### config.mk
export PLATFORM = sky130hd
export DESIGN_NAME = adc_scan_seq
export DESIGN_NICKNAME = d
export VERILOG_FILES = /design/src/rtl/adc_scan_pkg.sv /design/src/rtl/adc_scan_ctrl.sv /design/src/rtl/adc_scan_datapath.sv /design/src/rtl/adc_scan_seq.sv
export SDC_FILE = /design/constraint.sdc
export NUM_CORES = 1
export LEC_CHECK = 0
export BUFFER_PORTS_ARGS = -buffer_cell sky130_fd_sc_hd__buf_2
export CAP_MARGIN = 20
export CORE_AREA = 5 5 100 102
export CTS_BUF_LIST = sky130_fd_sc_hd__clkbuf_2
export CTS_CLUSTER_SIZE = 10
export DETAILED_ROUTE_END_ITERATION = 6
export DIE_AREA = 0 0 105 107
export GPL_TIMING_DRIVEN = 0
export PLACE_DENSITY_LB_ADDON = 0.05
export SLEW_MARGIN = 20
export SYNTH_ARGS = -nofsm -noshare
export SYNTH_HDL_FRONTEND = slang
export SYNTH_SLANG_ARGS = --single-unit
### constraint.sdc
create_clock -name clk -period 1.5 [get_ports clk]
set_input_delay 0.3 -clock clk [delete_from_list [all_inputs] [get_ports clk]]
set_output_delay 0.3 -clock clk [all_outputs]
set_load 0.005 [all_outputs]
### src/rtl/adc_scan_pkg.sv
package adc_scan_pkg;
  localparam int SEL_W  = 2;
  localparam int NUM_CH = 1 << SEL_W;
  localparam int ADDR_W = SEL_W + 1;
  localparam int CTRL_W = 8;

  // control register bit positions
  localparam int B_RUN  = 0;
  localparam int B_SCAN = 1;
  localparam int B_GRP  = 2;
  localparam int B_IEN  = B_GRP + SEL_W;
  localparam int B_END  = B_IEN + 1;

  typedef enum logic [1:0] {ST_IDLE, ST_SYNC, ST_SAMPLE, ST_CONV} seqState_t;

  typedef struct packed {
    logic             store;
    logic [SEL_W-1:0] chan;
  } dpStrobe_t;
endpackage

### src/rtl/adc_scan_ctrl.sv
module adc_scan_ctrl
  import adc_scan_pkg::*;
#(
  parameter int PHASE_N    = 4,
  parameter int SAMPLE_CYC = 8
) (
  input  logic              clk,
  input  logic              rstN,
  input  logic [ADDR_W-1:0] regAddr,
  input  logic              wrEn,
  input  logic              rdEn,
  input  logic [CTRL_W-1:0] wrData,
  input  logic              convDone,
  output dpStrobe_t         strobe,
  output logic [CTRL_W-1:0] ctrlRdVal,
  output logic              sampleHold,
  output logic              convReq,
  output logic [SEL_W-1:0]  chanOut,
  output logic              irq
);
  localparam int PH_W = (PHASE_N > 1) ? $clog2(PHASE_N) : 1;
  localparam int SM_W = (SAMPLE_CYC > 1) ? $clog2(SAMPLE_CYC) : 1;

  seqState_t        state;
  logic [PH_W-1:0]  phaseCnt;
  logic [SM_W-1:0]  smpCnt;
  logic [SEL_W-1:0] grpSel, curCh;
  logic             scanMode, intEn, endFlag, clrArmed;
  logic             ctrlWr, ctrlRd, running, launch, stopReq;
  logic             convEnd, setEvt, clrReq, phaseWrap, smpLast;

  assign ctrlWr    = wrEn && (regAddr == '0);
  assign ctrlRd    = rdEn && (regAddr == '0);
  assign running   = (state != ST_IDLE);
  assign launch    = ctrlWr && wrData[B_RUN] && !running;
  assign stopReq   = ctrlWr && !wrData[B_RUN] && running;
  assign convEnd   = (state == ST_CONV) && convDone && !stopReq;
  assign setEvt    = convEnd && (curCh == grpSel);
  assign clrReq    = ctrlWr && !wrData[B_END] && clrArmed;
  assign phaseWrap = (phaseCnt == PH_W'(PHASE_N - 1));
  assign smpLast   = (smpCnt == SM_W'(SAMPLE_CYC - 1));

  // free-running timing phase
  always_ff @(posedge clk or negedge rstN) begin
    if (!rstN) phaseCnt <= '0;
    else       phaseCnt <= phaseWrap ? '0 : phaseCnt + 1'b1;
  end

  // completion flag with read-before-clear arming; set wins
  always_ff @(posedge clk or negedge rstN) begin
    if (!rstN) begin
      endFlag  <= 1'b0;
      clrArmed <= 1'b0;
    end else begin
      if (setEvt)      endFlag <= 1'b1;
      else if (clrReq) endFlag <= 1'b0;
      if (setEvt || clrReq)       clrArmed <= 1'b0;
      else if (ctrlRd && endFlag) clrArmed <= 1'b1;
    end
  end

  // configuration fields, locked while running
  always_ff @(posedge clk or negedge rstN) begin
    if (!rstN) begin
      intEn    <= 1'b0;
      scanMode <= 1'b0;
      grpSel   <= '0;
    end else if (ctrlWr) begin
      intEn <= wrData[B_IEN];
      if (!running) begin
        scanMode <= wrData[B_SCAN];
        grpSel   <= wrData[B_GRP +: SEL_W];
      end
    end
  end

  // sequencer
  always_ff @(posedge clk or negedge rstN) begin
    if (!rstN) begin
      state  <= ST_IDLE;
      smpCnt <= '0;
      curCh  <= '0;
    end else begin
      unique case (state)
        ST_IDLE: if (launch) begin
          state <= ST_SYNC;
          curCh <= wrData[B_SCAN] ? '0 : wrData[B_GRP +: SEL_W];
        end
        ST_SYNC: if (phaseWrap) begin
          state  <= ST_SAMPLE;
          smpCnt <= '0;
        end
        ST_SAMPLE: begin
          if (smpLast) state <= ST_CONV;
          else         smpCnt <= smpCnt + 1'b1;
        end
        ST_CONV: if (convEnd) begin
          if (!scanMode) begin
            state <= ST_IDLE;
          end else begin
            state  <= ST_SAMPLE;
            smpCnt <= '0;
            curCh  <= (curCh == grpSel) ? '0 : curCh + 1'b1;
          end
        end
        default: state <= ST_IDLE;
      endcase
      if (stopReq) state <= ST_IDLE;
    end
  end

  assign strobe.store = convEnd;
  assign strobe.chan  = curCh;
  assign sampleHold   = (state == ST_SAMPLE);
  assign convReq      = (state == ST_CONV);
  assign chanOut      = curCh;
  assign irq          = endFlag && intEn;

  always_comb begin
    ctrlRdVal                     = '0;
    ctrlRdVal[B_RUN]              = running;
    ctrlRdVal[B_SCAN]             = scanMode;
    ctrlRdVal[B_GRP +: SEL_W]     = grpSel;
    ctrlRdVal[B_IEN]              = intEn;
    ctrlRdVal[B_END]              = endFlag;
  end

  // a conversion request only ever follows a sample window
  a_r3_conv_after_sample: assert property (@(posedge clk) disable iff (!rstN)
    $rose(convReq) |-> $past(sampleHold));
  // repeat mode moves straight into the next sample window
  a_r6_wrap_no_sync: assert property (@(posedge clk) disable iff (!rstN)
    (convEnd && scanMode) |=> sampleHold);
  // a stop write idles the core interface at the next edge
  a_r7_stop_idles: assert property (@(posedge clk) disable iff (!rstN)
    stopReq |=> (!sampleHold && !convReq));
  // an unarmed flag cannot be cleared
  a_r8_unarmed_keeps: assert property (@(posedge clk) disable iff (!rstN)
    (endFlag && !clrArmed) |=> endFlag);
  // a set event beats a clearing write
  a_r9_set_wins: assert property (@(posedge clk) disable iff (!rstN)
    setEvt |=> endFlag);
endmodule

### src/rtl/adc_scan_datapath.sv
module adc_scan_datapath
  import adc_scan_pkg::*;
#(
  parameter int RES_W = 10
) (
  input  logic              clk,
  input  logic              rstN,
  input  dpStrobe_t         strobe,
  input  logic [RES_W-1:0]  convResult,
  input  logic [ADDR_W-1:0] regAddr,
  input  logic [CTRL_W-1:0] ctrlRdVal,
  output logic [RES_W-1:0]  rdData
);
  logic [RES_W-1:0] resReg [NUM_CH];

  always_ff @(posedge clk or negedge rstN) begin
    if (!rstN) begin
      for (int i = 0; i < NUM_CH; i++) resReg[i] <= '0;
    end else if (strobe.store) begin
      resReg[strobe.chan] <= convResult;
    end
  end

  generate
    for (genvar g = 0; g < NUM_CH; g++) begin : g_chk
      // a result register moves only on its own store strobe
      a_r4_hold_unless_stored: assert property (@(posedge clk) disable iff (!rstN)
        !(strobe.store && strobe.chan == SEL_W'(g)) |=> $stable(resReg[g]));
    end
  endgenerate

  always_comb begin
    rdData = '0;
    if (regAddr[ADDR_W-1])   rdData = resReg[regAddr[SEL_W-1:0]];
    else if (regAddr == '0)  rdData = RES_W'(ctrlRdVal);
  end
endmodule

### src/rtl/adc_scan_seq.sv
module adc_scan_seq
  import adc_scan_pkg::*;
#(
  parameter int RES_W      = 10,
  parameter int PHASE_N    = 4,
  parameter int SAMPLE_CYC = 8
) (
  input  logic              clk,
  input  logic              rstN,
  input  logic [ADDR_W-1:0] regAddr,
  input  logic              wrEn,
  input  logic [CTRL_W-1:0] wrData,
  input  logic              rdEn,
  output logic [RES_W-1:0]  rdData,
  output logic              sampleHold,
  output logic              convReq,
  output logic [SEL_W-1:0]  chanOut,
  input  logic              convDone,
  input  logic [RES_W-1:0]  convResult,
  output logic              irq
);
  dpStrobe_t         strobe;
  logic [CTRL_W-1:0] ctrlRdVal;

  adc_scan_ctrl #(.PHASE_N(PHASE_N), .SAMPLE_CYC(SAMPLE_CYC)) u_ctrl (
    .clk(clk), .rstN(rstN), .regAddr(regAddr), .wrEn(wrEn), .rdEn(rdEn),
    .wrData(wrData), .convDone(convDone), .strobe(strobe),
    .ctrlRdVal(ctrlRdVal), .sampleHold(sampleHold), .convReq(convReq),
    .chanOut(chanOut), .irq(irq)
  );

  adc_scan_datapath #(.RES_W(RES_W)) u_dp (
    .clk(clk), .rstN(rstN), .strobe(strobe), .convResult(convResult),
    .regAddr(regAddr), .ctrlRdVal(ctrlRdVal), .rdData(rdData)
  );
endmodule

==> qor.csv <==
stage,metric,value,unit
synthesis,post-synthesis cell area,2640,sq um
sta,final setup fails,61,
synthesis,Synth async-reset ratio,100,%
cells_and_area,share of cells above drive strength 1,57.2,%
synthesis,Cell variety after synth,35,
pwr,Leakage Power,1.59,nW
cells_and_area,most frequent cells in the layout,"dfrtp_1 (53), mux2_2 (44), buf_2 (36), mux4_2 (10)",
cts,CTS Buf Count,5,
setup_path,Startpoint Class,register,
global_routing,first-pass GRT wire length,10800,microns
floorplan,Chip Width,105,microns
job,max-cap viol count,0,
synthesis,Synth Register Bits,55,
setup_path,CP Max Fanout,2,
global_routing,initial antenna violation count,0,
synthesis,Post-Syn Nets,219,
cts,Root Buffer Master,clkbuf_2,
global_routing,vias in the first global route,1923,
sta,minimum clock period,2.06,ns
status,status,"finished, violations left",
setup_path,Worst EP required,1.20,ns
detailed_routing,Final ANT Viol Nets,0,
detailed_routing,1st-iter DRT viols,27,
sta,f_max,485,MHz
cts,worst-skew pair later-pin latency,0.47,ns
sta,Max Slew Vio Count,0,
setup_path,crit path kind,reg -> out,
detailed_routing,DRC,0,
cells_and_area,final core area utilization,37.6,%
status,failing checks,negative setup slack,
synthesis,sequential area share after synthesis,52.1,%
pwr,PD cells,1570,nW/um^2
floorplan,CORE AREA,9020,sq um
cts,CTS tree,done,
cts,clk slew on worst S/H paths,0.33,ns
synthesis,simple-gate share of the synthesized area,8.10,%
setup_path,Worst Path Arrival,1.76,ns
sta,clk_skew,0.0274,ns
synthesis,synth top area cells,"dfrtp_1 (52%), mux2_2 (19%), mux4_2 (8.5%)",
synthesis,dominant cell type by area after synthesis,dfrtp_1,
cts,H-tree depth,2,
sta,Final Cycle Share,138,%
setup_path,Crit. End Element,primary output,
hold_path,worst hold path class,in -> reg,
sta,slew at the pin closest to its max-slew limit,0.735,ns
synthesis,largest family of logic cells by synthesized area,multiplexers,
sta,Min Hold Slack,0.0669,ns
detailed_routing,Vias,1727,
cells_and_area,Area Overhead vs Synth,28.6,%
detailed_routing,TritonRoute pass-1 iters,4,
synthesis,Post-synth EDFFs,0,
cells_and_area,fin cells,361,
sta,worst setup margin,-0.563,ns
floorplan,row cnt,35,
synthesis,XOR/XNOR Fraction of Synth Area,0.663,%
synthesis,cell count after synthesis,186,
pwr,Max VDD drop,0.465,mV
detailed_routing,final wirelength,6570,microns
synthesis,Adder-Cell Fraction of Synth Area,3.32,%
synthesis,top cell type's share of synthesized area,52.1,%
floorplan,Die Span Y,107,microns
detailed_routing,post-DR vias/cell,4.78,
placement,routability cong.,0.716,
floorplan,Initial Util,29.3,%
floorplan,full die area,11200,sq um
sta,number of hold violations in the final report,0,
placement,dpl cell area,3000,sq um
cells_and_area,Final #Nets,282,
cells_and_area,post-route cell area,3400,sq um
sta,Slew headroom,51.0,%
detailed_routing,DR WL/cell,18.2,microns
cells_and_area,"most common cell after layout, fill and taps aside",dfrtp_1,
placement,Final HPWL DP,4210,microns
global_routing,Overflow after GRT,0,
global_routing,largest net degree at the start of global routing,56,
floorplan,io pins,41,
synthesis,mean post-synth cell area,14.2,sq um
synthesis,Synth Area in Compound Gates,5.83,%
global_routing,GRT Total Usage,12.3,%
cts,CTS max path bufs,2,
placement,Port Buffers,38,
synthesis,mux cell area share after synthesis,28.5,%
placement,placed cells,335,
synthesis,Ys Warns,0,
cells_and_area,Inserted Diodes,0,
synthesis,Synth Flop Type,dfrtp_1,
sta,RSZ-0062 raised after global routing,true,
cts,clock sink total,55,
## through the flow
step / setup WS (ns) / TNS, ns / power [mW]
floorplan: -0.340 / -0.831 / 3.52
global placement: -0.797 / -25.89 / 4.03
detailed placement: -0.755 / -21.44 / 4.06
CTS: -0.603 / -6.26 / 5.05
global route: -0.663 / -16.28 / 5.74
finish: -0.563 / -12.50 / 5.33
## power by group
group          total (mW)  switching [mW]  internal (mW)
Sequential           2.40           0.352           2.04
Combinational        2.28           0.936           1.35
Clock               0.648           0.524          0.125
## synthesized netlist by cell type, types with 2 or more instances
library cell	n
ha_1	7
nand2_1	5
nand2_2	4
mux2_2	45
and2_1	6
nand3b_1	2
nor2_1	4
nor3_1	3
o21ai_0	3
xor2_1	2
mux4_2	10
a211oi_1	2
nor2b_1	3
clkbuf_1	4
dfrtp_1	55
a22o_1	7
a21oi_1	2
inv_1	5
## sequential cells by signal, indices dropped and copies added (netlist names)
name and count:
u_ctrl.intEn 1, u_ctrl.smpCnt 3, u_ctrl.clrArmed 1, u_ctrl.phaseCnt 2
u_ctrl.chanOut 2, u_dp.resReg 40, u_ctrl.state 2, u_ctrl.grpSel 2
u_ctrl.scanMode 1, u_ctrl.endFlag 1
## cell families (layout without fill, tap and decap cells)
logic type,Yosys count,count (layout)
muxes,57,57
AOI/OAI and AO/OA,20,20
and+or+nand+nor,35,38
adders and majority gates,7,7
xor gates and xnor gates,2,2
DFF,55,55
buffers and inverters,10,71
## worst max-delay path, stage by stage, from the launching register on
cell	delay (ns)
dfrtp_1	0.46
mux4_2	0.48
a22o_1	0.22
buf_2	0.13
## cell type report
class                   count  area, sq um
inverters                   5         18.8
fillers                   908         5630
well taps                 111          139
clock buffers               5         25.0
plain buffers               5         46.3
flip-flops and latches     55         1380
repair buffers             53          353
clock inverters             3         23.8
multi-input cells         124         1410
## path summary, 6_finish.rpt
kind | from | endpoint | slack [ns] | cells past startpoint
worst max-delay path | u_dp.resReg[5] | rdData[5] | -0.56 | 3
worst min-delay path | convResult[6] | u_dp.resReg[6] | 0.07 | 2
worst max register to register | u_ctrl.state[0] | u_dp.resReg[12] | -0.29 | 9
worst min register to register | u_ctrl.phaseCnt[0] | u_ctrl.phaseCnt[0] | 0.46 | 1
max in group asynchronous | rstN | u_ctrl.chanOut[0] | 0.62 | 2
min in group asynchronous | rstN | u_dp.resReg[6] | 0.38 | 2
## timing repair
action / 4_1_cts / 5_1_grt
endpoints found under the setup margin: 59 / 47
gates resized for setup: 24 / 18
endpoints found under the hold margin: 55 / 0
pin swaps: 4 / 4
buffers inserted: 8 / 6
cloned: 1 / 2
hold buffers: 1 / 0
## metal layers
metal | routed length [microns] | vias to the layer above | GRT usage, %
li1 | - | 820 | -
met1 | 3160 | 871 | 16.8
met2 | 3170 | 31 | 20.0
met3 | 198 | 5 | 2.59
met4 | 44 | 0 | 3.01
met5 | 0 | - | 0
No activity file was read; power rests on OpenSTA's default activity.
